**config.mk**
```make
export PLATFORM = sky130hd
export DESIGN_NAME = uart_irq_ident
export DESIGN_NICKNAME = d
export VERILOG_FILES = /design/src/rtl/uart_irq_pkg.sv /design/src/rtl/uart_irq_rxto.sv /design/src/rtl/uart_irq_thre.sv /design/src/rtl/uart_irq_freeze.sv /design/src/rtl/uart_irq_ident.sv
export SDC_FILE = /design/constraint.sdc
export NUM_CORES = 1
export LEC_CHECK = 0
export ABC_AREA = 0
export BUFFER_PORTS_ARGS = -buffer_cell sky130_fd_sc_hd__buf_4
export CORE_UTILIZATION = 30
export CTS_BUF_LIST = sky130_fd_sc_hd__clkbuf_8
export CTS_CLUSTER_DIAMETER = 50
export CTS_CLUSTER_SIZE = 8
export DETAILED_ROUTE_END_ITERATION = 8
export PLACE_DENSITY = 0.59
export SYNTH_ARGS = -nofsm -noshare
export SYNTH_HDL_FRONTEND = slang
export SYNTH_SLANG_ARGS = --single-unit
```
**constraint.sdc**
```tcl
create_clock -name clk -period 4 [get_ports clk]
set_clock_uncertainty 0.05 [all_clocks]
set_input_delay 0 -clock clk [delete_from_list [all_inputs] [get_ports clk]]
set_output_delay 0 -clock clk [all_outputs]
set_load 0.05 [all_outputs]
```
**src/rtl/uart_irq_pkg.sv**
```systemverilog
package uart_irq_pkg;

    typedef enum logic {
        THR_WAIT = 1'b0,
        THR_PEND = 1'b1
    } thr_state_e;

    typedef enum logic {
        FRZ_LIVE = 1'b0,
        FRZ_HELD = 1'b1
    } frz_state_e;

    localparam logic [3:0] CODE_NONE  = 4'b0001;
    localparam logic [3:0] CODE_LINE  = 4'b0110;
    localparam logic [3:0] CODE_RXDAT = 4'b0100;
    localparam logic [3:0] CODE_TOUT  = 4'b1100;
    localparam logic [3:0] CODE_THRE  = 4'b0010;
    localparam logic [3:0] CODE_MODEM = 4'b0000;

    function automatic int unsigned trig_level(input logic [1:0] sel);
        case (sel)
            2'b00:   return 1;
            2'b01:   return 4;
            2'b10:   return 8;
            default: return 14;
        endcase
    endfunction

endpackage

```
**src/rtl/uart_irq_rxto.sv**
```systemverilog
module uart_irq_rxto #(
    parameter int TO_CHARS = 4,
    localparam int TO_W = $clog2(TO_CHARS + 1)
) (
    input  logic clk,
    input  logic rst_n,
    input  logic enable,
    input  logic nonempty,
    input  logic activity,
    input  logic tick,
    output logic timed_out
);
    logic [TO_W-1:0] tcnt;

    always_ff @(posedge clk or negedge rst_n) begin
        if (!rst_n) begin
            tcnt <= '0;
        end else if (!enable || !nonempty || activity) begin
            tcnt <= '0;
        end else if (tick && (tcnt != TO_W'(TO_CHARS))) begin
            tcnt <= tcnt + 1'b1;
        end
    end

    assign timed_out = enable && nonempty && (tcnt == TO_W'(TO_CHARS));

endmodule

```
**src/rtl/uart_irq_thre.sv**
```systemverilog
module uart_irq_thre
    import uart_irq_pkg::*;
(
    input  logic clk,
    input  logic rst_n,
    input  logic tx_empty,
    input  logic thr_wr,
    input  logic rd_clear,
    output logic pending
);
    thr_state_e state, state_nx;
    logic       empty_q;
    logic       rise;

    assign rise = tx_empty && !empty_q;

    always_ff @(posedge clk or negedge rst_n) begin
        if (!rst_n) begin
            state   <= THR_WAIT;
            empty_q <= 1'b0;
        end else begin
            state   <= state_nx;
            empty_q <= tx_empty;
        end
    end

    always_comb begin
        state_nx = state;
        unique case (state)
            THR_WAIT: if (rise && !thr_wr)       state_nx = THR_PEND;
            THR_PEND: if (thr_wr || rd_clear)    state_nx = THR_WAIT;
            default:                             state_nx = THR_WAIT;
        endcase
    end

    assign pending = (state == THR_PEND);

endmodule

```
**src/rtl/uart_irq_freeze.sv**
```systemverilog
module uart_irq_freeze
    import uart_irq_pkg::*;
(
    input  logic       clk,
    input  logic       rst_n,
    input  logic       rd,
    input  logic [7:0] live,
    output logic [7:0] shown,
    output logic       rd_start
);
    frz_state_e state, state_nx;
    logic [7:0] held;

    always_ff @(posedge clk or negedge rst_n) begin
        if (!rst_n) begin
            state <= FRZ_LIVE;
            held  <= 8'h01;
        end else begin
            state <= state_nx;
            if (rd_start) held <= live;
        end
    end

    always_comb begin
        state_nx = state;
        rd_start = 1'b0;
        unique case (state)
            FRZ_LIVE: if (rd) begin
                rd_start = 1'b1;
                state_nx = FRZ_HELD;
            end
            FRZ_HELD: if (!rd) state_nx = FRZ_LIVE;
            default:  state_nx = FRZ_LIVE;
        endcase
    end

    assign shown = (state == FRZ_HELD && rd) ? held : live;

endmodule

```
**src/rtl/uart_irq_ident.sv**
```systemverilog
module uart_irq_ident
    import uart_irq_pkg::*;
#(
    parameter int FIFO_DEPTH = 16,
    parameter int TO_CHARS   = 4,
    localparam int CNT_W     = $clog2(FIFO_DEPTH + 1)
) (
    input  logic             clk,
    input  logic             rst_n,
    input  logic             fifo_mode,
    input  logic [3:0]       ier,
    input  logic [1:0]       trig_sel,
    input  logic [CNT_W-1:0] rx_count,
    input  logic             rx_push,
    input  logic             rx_pop,
    input  logic             char_tick,
    input  logic             err_set,
    input  logic             lsr_rd,
    input  logic             tx_empty,
    input  logic             thr_wr,
    input  logic             modem_chg,
    input  logic             iir_rd,
    output logic             irq,
    output logic [7:0]       iir
);
    logic             line_pend;
    logic             rx_at_trig;
    logic             tout_pend;
    logic             thre_pend;
    logic             rd_start;
    logic             rd_clear;
    logic [3:0]       code_live;
    logic [7:0]       iir_live;
    logic [CNT_W-1:0] level;

    // Line-status latch: set has precedence over the clearing read.
    always_ff @(posedge clk or negedge rst_n) begin
        if (!rst_n)       line_pend <= 1'b0;
        else if (err_set) line_pend <= 1'b1;
        else if (lsr_rd)  line_pend <= 1'b0;
    end

    assign level      = fifo_mode ? CNT_W'(trig_level(trig_sel)) : CNT_W'(1);
    assign rx_at_trig = (rx_count >= level);

    uart_irq_rxto #(.TO_CHARS(TO_CHARS)) u_rxto (
        .clk       (clk),
        .rst_n     (rst_n),
        .enable    (fifo_mode),
        .nonempty  (rx_count != '0),
        .activity  (rx_push || rx_pop),
        .tick      (char_tick),
        .timed_out (tout_pend)
    );

    uart_irq_thre u_thre (
        .clk      (clk),
        .rst_n    (rst_n),
        .tx_empty (tx_empty),
        .thr_wr   (thr_wr),
        .rd_clear (rd_clear),
        .pending  (thre_pend)
    );

    // Fixed-priority encoder over the enabled sources.
    always_comb begin
        if (line_pend && ier[2])       code_live = CODE_LINE;
        else if (rx_at_trig && ier[0]) code_live = CODE_RXDAT;
        else if (tout_pend && ier[0])  code_live = CODE_TOUT;
        else if (thre_pend && ier[1])  code_live = CODE_THRE;
        else if (modem_chg && ier[3])  code_live = CODE_MODEM;
        else                           code_live = CODE_NONE;
    end

    assign iir_live = {fifo_mode, fifo_mode, 2'b00, code_live};
    assign rd_clear = rd_start && (code_live == CODE_THRE);
    assign irq      = !code_live[0];

    uart_irq_freeze u_freeze (
        .clk      (clk),
        .rst_n    (rst_n),
        .rd       (iir_rd),
        .live     (iir_live),
        .shown    (iir),
        .rd_start (rd_start)
    );

endmodule

```
==> impl_results.md, run 1 <==
* Layout cells sized above 1 at 0.3077
* LEAKAGE at 0.0005862 µW
* Post-CTS sizing at 0
* Hold Crit Class: input port to flip-flop
* RSZ-0062 raised after global routing: no
* Share of the synthesized area in the top cell type at 0.3323
* Status: finished, final reports clean
* Final HPWL from detailed placement at 1455 µm
* Max Cap Violations at 0
* CTS tree: built
* Vias per cell at 5.013
* Initial DRT Pass Iterations at 4
* P per Cell Area at around 320 mW/mm²
* Routability cong. at 0.7975
* CTS buffer count at 3
* Critical Path RT at 3.95 ns
* CP Class: input port to output pin
* Global-route wire length before repair at 3015 µm
* Max-slew violation count at 0
* Synth warnings at 0
* Seq pwr share at 0.360
* Ys async rst share at 1.000
* Cell Area, Synth at roughly 830 µm²
* Grt total ovfl at 0
* Antenna violations before repair at 0
* Clock Tree Buf Depth at 2
* N_diodes at 0
* NetSw at 111.9 µW
* Mean Syn Cell Area at 8.906 µm²
* Finish-stage setup viols at 0
* DR iter-0 viols at 18
* CP arrival at 2.29 ns
* Htree depth at 1
* Num ports at 32
* Setup bufs post-CTS at 0
* Routed vias at ~800
* DRC at 0
* Cells after Synth at 93
* Area leader, netlist: dfrtp_1
* Most used flip-flop cell after synthesis: dfrtp_1
* Fin crit share at 0.5851
* Clock Pin Slew Worst Setup and Hold Paths at 0.05 ns
* Core area at around 0.0025 mm²
* Initial core utilization at 0.3255
* DR WL/cell at 11.74 µm
* Rows at 18
* Clock sink total at 12
* Sw Ratio at 0.2978
* Sequential share of the synthesized area at 0.3640
* Clock share of power at 0.348
* Post-synth EDFFs at 0
* Yosys cell types at 32
* Largest fanout on the critical path at 8
* Max IR drop VDD at 0.0001840 V
* FILL cells at between 200 and 250
* CP endpoint kind: output pin
* Synth Register Bits at 12
* Placement Cell Area at 0.001061 mm²
* IO buf count at 29
* Final hold violation count at 0
* Clock latency on the worst-skew pair at 0.24 ns
* Post-route design area at approximately 0.0012 mm²
* Antenna Nets Post-Route at 0
* Final net count at 160
* Drt total wl at 1878 µm
* Top post-synthesis cells by area: dfrtp_1 (33%), ha_1 (9.1%), nand2_1 (6.8%)
* Pin count of the biggest net entering global routing at 13
* Post-Route Setup TNS at 0 ns
* Die height at 54.55 µm
* Die area at 0.002975 mm²
* Fmax at 427.3 MHz
* Cell-internal power at 264.0 µW
* GRT Overall Usage at 0.1423
* Startpoint class of the critical path: input port
* CTS Root Cell: clkbuf_8
* Area Overhead vs Synth at 43.20%
* Number of global-route vias before repair at between 600 and 700
* Combinational group share of total power at 0.292
* Period minus WS final at 2.340 ns
* Die W at approximately 55 µm
per-stage QoR:
| stage | hold slack [ns] | power (µW) | cells | setup slack [ns] | utilization |
|---|---|---|---|---|---|
| finish | 0.01160 | 375.9 | 160 | 1.660 | 0.4661 |
| global route | 0.02938 | 396.6 | 160 | 1.455 | 0.4661 |
| CTS | 0.005365 | 381.3 | 160 | 1.641 | 0.4661 |
| detailed placement | -0.1976 | 242.3 | 149 | 2.196 | 0.4169 |
| global placement | -0.1972 | 239.9 | 149 | 2.275 | 0.4169 |
| floorplan | -0.3456 | 203.6 | 94 | 1.365 | - |
flip-flops by register name (all words and copies together) (netlist names):
name	count
line_pend	1
u_freeze.held	5
u_freeze.state	1
u_rxto.tcnt	3
u_thre.empty_q	1
u_thre.pending	1
power groups by stage:
stage | Clock, µW | Sequential [µW] | Combinational (µW)
after global routing | 139 | 137 | 121
after floorplan | 0 | 136 | 67.4
after global placement | 0 | 137 | 103
after detailed placement | 0 | 137 | 105
final | 131 | 135 | 110
after CTS | 135 | 135 | 111
area by class of cell:
type	instances	area (µm²)	area share
multi-input combinational	72	481.7	0.4061
clock buffer	4	55.05	0.04641
sequential	12	301.5	0.2542
inverter	6	22.52	0.01899
tap	30	37.54	0.03165
timing repair buffer	36	287.8	0.2426
worst paths after layout:
kind                            cells after the start          endpoint  slack [ns]             start
worst max-delay path                                9            iir[3]        1.66         fifo_mode
worst min-delay path                                3    u_rxto.tcnt[1]        0.01         char_tick
worst max register to register                      6  u_freeze.held[0]        2.43    u_rxto.tcnt[0]
worst min register to register                      2  u_freeze.held[6]        0.43  u_freeze.held[6]
max in group asynchronous                           2  u_freeze.held[0]        3.58             rst_n
min in group asynchronous                           2    u_rxto.tcnt[2]        0.09             rst_n
cell families after synthesis:
logic type,after synthesis,share of synthesized area
compound gates,23,0.2175
xor+xnor,1,0.01058
fa+ha+maj,6,0.09063
buf+inv,10,0.05890
flops,12,0.3640
mux,1,0.01359
other cells,1,0.004527
simple gates,39,0.2402
routing by layer:
metal  global-route usage  wire length, µm
met5                    0                0
met4              0.02564               20
met3              0.03333               79
met2               0.2337              891
met1               0.1899              887
layout by cell type (no fill, tap or decap), types with 2 or more instances in the layout:
cell           Yosys  final
and2_1             2      2
ha_1               6      6
dfrtp_1           11     11
inv_1              6      6
nand2_1           15     15
nor2b_1            2      2
a21oi_1            4      4
and3_1             4      4
nor2_1             5      5
buf_4              3     29
a31oi_1            3      3
clkbuf_8           0      4
nand3_1            6      6
o41ai_1            2      2
a41o_1             2      2
a21o_1             2      2
dlygate4sd3_1      0      7
conb_1             1      2
o21ai_0            4      4
synthesized netlist by cell type (3+ instances only):
cell	count
o21ai_0	4
and3_1	4
buf_4	3
inv_1	6
ha_1	6
nor2_1	5
a31oi_1	3
nand2_1	15
dfrtp_1	11
a21oi_1	4
nand3_1	6
critical path, cell delays in order:
cell and delay, ns:
dlygate4sd3_1 0.52, buf_4 0.15, nand2_1 0.06, ha_1 0.28
a21o_1 0.19, a211oi_2 0.33, nand2_1 0.12, o41ai_1 0.37
buf_4 0.26
repair_timing:
item,CTS,global route
setup endpoints to repair,0,0
endpoints found under the hold margin,17,0
hold buffers,7,0
Power figures use the tool's default switching activity.
==> inputs of run 2 (changes only) <==
Clock period 4 ns to 2.3 ns, I/O delays scaled along.
==> impl_results.md, run 2 (same netlist as run 1, synthesis figures left out) <==
* Clock Tree Buf Depth at 2
* CTS tree: built
* Hold_sp: char_tick
* DRT met1 WL at 833 µm
* Clock latency on the worst-skew pair at approximately 0.24 ns
* Largest Register: u_freeze.held
* Layout cells sized above 1 at 0.3154
* IO buf count at 29
* Routed met3 length at 88 µm
* Post-route design area at 0.001201 mm²
* Die height at 54.55 µm
* Num ports at 32
* Startpoint class of the critical path: input port
* Max-slew violation count at 0
* Period minus WS final at 2.149 ns
* N_diodes at 0
* Worst r2r path cells at 6
* FILL cells at 275
* Area Overhead vs Synth at 45.01%
* Die W at 54.55 µm
* Global-route wire length before repair at 3049 µm
* Status: finished, final reports clean
* Final net count at 160
* Met2 wire length at a little over 800 µm
* Antenna violations before repair at 0
* Most frequent cells in the layout: buf_4 (29), nand2_1 (15), dfrtp_1 (11)
* DR WL/cell at 11.08 µm
* FF/Latch Area at around 300 µm²
* CTS Root Cell: clkbuf_8
* DR top layer: met4
* Final HPWL from detailed placement at 1436 µm
* Setup bufs post-CTS at 0
* CP arrival at 2.10 ns
* Critical Path RT at 2.25 ns
* Grt total ovfl at 0
* RSZ-0062 raised after global routing: no
* Placement Cell Area at between 0.001 and 0.0015 mm²
* Routability cong. at 0.7121
* WHS Path Cells at 3
* DRC at 0
* Largest fanout on the critical path at 8
* Max IR drop VDD at 0.0002685 V
* Finish-stage setup viols at 0
* Max Cap Violations at 0
* Max reg flops at 5
* LEAKAGE at 0.0005929 µW
* Clock Pin Slew Worst Setup and Hold Paths at 0.06 ns
* Post-Route Setup TNS at 0 ns
* Vias per cell at 5.050
* Reg2Reg Launch Point: u_rxto.tcnt[0]
* Multi-input logic area at between 400 and 500 µm²
* CTS buffer count at 3
* Hold Path End: u_rxto.tcnt[1]
* Core area at approximately 0.0025 mm²
* R2R Setup Slk at 0.76 ns
* Worst r2r dst: u_freeze.held[0]
* Initial DRT Pass Iterations at 4
* Hold Crit Class: input port to flip-flop
* Routed vias at ~810
* Pin count of the biggest net entering global routing at 13
* Rows at 18
* CP endpoint kind: output pin
* P per Cell Area at 550.7 mW/mm²
* Initial core utilization at 0.3255
* Antenna Nets Post-Route at 0
* Die area at 0.002975 mm²
* Biggest regs: u_freeze.held: 5 flops, u_rxto.tcnt: 3 flops
* Number of global-route vias before repair at 738
* Drt total wl at 1772 µm
* Most common cell after layout, fill and taps aside: buf_4
* Htree depth at 1
* CP Class: input port to output pin
* GRT Overall Usage at 0.1467
* Clock sink total at 12
* Fin crit share at 0.9342
* Fmax at 465.4 MHz
* Final hold violation count at 0
* DR iter-0 viols at 3
run 2: worst max-delay path, cell delays in order:
cell           delay [ns]
dlygate4sd3_1        0.52
buf_4                0.14
nand2_1              0.05
ha_1                 0.32
and4b_2              0.22
o21ai_0              0.14
a31o_4               0.28
a41o_1               0.23
buf_4                0.18
run 2: stage by stage:
stage,std cells,util,hold slack (ns),total power [µW],setup slack (ns)
after floorplan,94,-,-0.3456,354.7,0.2759
after global placement,149,0.4199,-0.1990,417.9,0.5942
after detailed placement,149,0.4199,-0.1966,421.3,0.5687
after CTS,160,0.4690,0.001604,666.1,0.02373
after global routing,160,0.4720,0.02524,694.9,0.01156
final,160,0.4720,0.006174,661.5,0.1512
run 2: worst max-delay path by stage:
| stage | from | end | slack [ns] | depth (start not counted) |
|---|---|---|---|---|
| final | fifo_mode | iir[0] | 0.15 | 9 |
| after global routing | fifo_mode | iir[0] | 0.01 | 9 |
| after CTS | fifo_mode | iir[3] | 0.02 | 9 |
| after detailed placement | fifo_mode | iir[3] | 0.57 | 8 |
| after global placement | fifo_mode | iir[3] | 0.59 | 8 |
| after floorplan | u_rxto.tcnt[0] | iir[2] | 0.28 | 6 |
run 2: final cells by class:
type / count / share of cell area
clock buffer: 4 / 0.04583
inverter: 6 / 0.01875
multi-input combinational: 72 / 0.4135
sequential: 12 / 0.2510
tap: 30 / 0.03125
timing repair buffer: 36 / 0.2396
run 2: routing by layer:
layer	vias to the layer above	GRT usage
met3	4	0.01667
li1	405	-
met1	374	0.1861
met5	-	0
met4	0	0.1026
met2	25	0.2297
run 2: what timing repair did:
action | CTS | global route
hold buffers | 7 | 0
resized for setup | 0 | 1
endpoints found under the setup margin | 0 | 2
endpoints found under the hold margin | 17 | 0
run 2: report_power, final:
group	internal [µW]	leakage [µW]	switching (µW)
Clock	151	0.0000288	81.2
Combinational	81.6	0.000416	112
Sequential	228	0.000148	7.73
Total	461	0.000593	201
==> inputs of run 3 (changes only) <==
Settings changed: CORE_ASPECT_RATIO set to 1.75.
==> impl_results.md, run 3 (same netlist as run 1, synthesis figures left out) <==
* Layout cells sized above 1 at 0.3077
* Global-route wire length before repair at 3111 µm
* R2R Setup Slk at 0.73 ns
* Area Overhead vs Synth at 42.30%
* Htree depth at 1
* Die height at about 72 µm
* Max-slew violation count at 0
* Final Worst Setup Slack at 0.1589 ns
* Most common cell after layout, fill and taps aside: buf_4
* DR WL/cell at 11.94 µm
* Routability cong. at approximately 0.68
* Startpoint class of the critical path: input port
* Biggest regs: u_freeze.held: 5 flops, u_rxto.tcnt: 3 flops
* Worst path top cell family by delay: buffers and inverters
* LEAKAGE at 0.0005902 µW
* CTS buffer count at 3
* Most frequent cells in the layout: buf_4 (29), nand2_1 (15), dfrtp_1 (11)
* Post-CTS sizing at 0
* Clock Pin Slew Worst Setup and Hold Paths at 0.06 ns
* Max IR drop VDD at ~0.00029 V
* Antenna violations before repair at 0
* Grt total ovfl at 0
* IO buf count at 29
* DR iter-0 viols at 9
* Status: finished, final reports clean
* Slowest-stage cell, CP: dlygate4sd3_1
* CP arrival at 2.09 ns
* FF/Latch Area at 301.5 µm²
* Period minus WS final at 2.141 ns
* DRC at 0
* Initial core utilization at 0.3245
* Hold_sp: char_tick
* Placement Cell Area at 0.001064 mm²
* N_diodes at 0
* Routed vias at 790
* Clock sink total at 12
* Num ports at 32
* Largest Register: u_freeze.held
* WHS Path Cells at 3
* Core area at 0.002552 mm²
* Hold Crit Class: input port to flip-flop
* Buffers & Inverters on Critical Path at 3
* CTS Root Cell: clkbuf_8
* Worst r2r path cells at 6
* Max reg flops at 5
* Post-Route Setup TNS at 0 ns
* Clock Tree Buf Depth at 2
* Largest fanout on the critical path at 8
* Final net count at 160
* Critical path's largest stage delay at 0.52 ns
* RSZ-0062 raised after global routing: no
* CTS tree: built
* GRT Overall Usage at 0.1326
* Fmax at approximately 470 MHz
* Max Cap Violations at 0
* FILL cells at 255
* Critical Path RT at 2.25 ns
* Antenna Nets Post-Route at 0
* Final hold violation count at 0
* Clock latency on the worst-skew pair at 0.24 ns
* Die W at 41.72 µm
* Fin crit share at 0.9309
* P per Cell Area at 527.9 mW/mm²
* Cell depth of the worst setup path at 9
* Worst r2r dst: u_freeze.held[0]
* Rows at 24
* Vias per cell at approximately 5.1
* Finish-stage setup viols at 0
* Reg2Reg Launch Point: u_rxto.tcnt[0]
* Die area at 0.002983 mm²
* Pin count of the biggest net entering global routing at 13
* Hold Worst Slack at 0.007147 ns
* CP Class: input port to output pin
* DP Worst Slack at about 0.6 ns
* Hold Path End: u_rxto.tcnt[1]
* Drt total wl at 1863 µm
* CP endpoint kind: output pin
* Total power at 622.2 µW
* Worst path most repeated cell: buf_4
* CP Cell Sequence: dlygate4sd3_1 -> buf_4 -> nand2_1 -> ha_1 -> and4b_2 -> o21ai_0 -> a31o_4 -> a41o_1 -> buf_4
* Number of global-route vias before repair at roughly 760
* Multi-input logic area at 489.2 µm²
* Initial DRT Pass Iterations at 3
* Final HPWL from detailed placement at 1469 µm
* Post-route design area at 0.001179 mm²
run 3: tightest hold or removal path, delay by kind of cell:
family / cells / cell delay [ns]
AO/OA/AOI/OAI: 1 / 0.06
buffers and inverters: 1 / 0.12
AND/OR/NAND/NOR: 1 / 0.07
run 3: timing repair:
item	in CTS	in global routing
hold endpoints to repair	17	0
endpoints found under the setup margin	0	1
hold buffers	7	0
buffers inserted	0	0
run 3: cell type report:
class / instances / share of cell area
timing repair buffer: 36 / 0.2442
tap: 26 / 0.02760
sequential: 12 / 0.2558
inverter: 6 / 0.01911
multi-input combinational: 72 / 0.4151
clock buffer: 3 / 0.03503
clock inverter: 1 / 0.003185
run 3: worst max-delay path by stage:
stage                        start      to  slack (ns)
floorplan           u_rxto.tcnt[0]  iir[2]        0.28
global placement         fifo_mode  iir[3]        0.61
detailed placement       fifo_mode  iir[3]        0.60
CTS                      fifo_mode  iir[3]        0.05
global route             fifo_mode  iir[2]        0.03
finish                   fifo_mode  iir[0]        0.16
run 3: per-layer routing:
metal  up-vias  global-route usage  share of wire
met1       364              0.1442           0.43
met2        23              0.2431           0.52
met5         -                   0              0
li1        401                   -              -
met4         0             0.07168          0.011
met3         2             0.01511          0.045
run 3: stage by stage:
stage / instances / utilization
final: 156 / 0.4618
after global routing: 156 / 0.4618
after CTS: 156 / 0.4618
after detailed placement: 145 / 0.4167
after global placement: 145 / 0.4167
after floorplan: 94 / -
run 3: report_power, final:
part | internal [µW] | switching (µW) | leakage [µW]
Clock | 118 | 79.0 | 0.0000269
Sequential | 228 | 7.66 | 0.000148
Combinational | 79.9 | 110 | 0.000415
Total | 425 | 197 | 0.000590
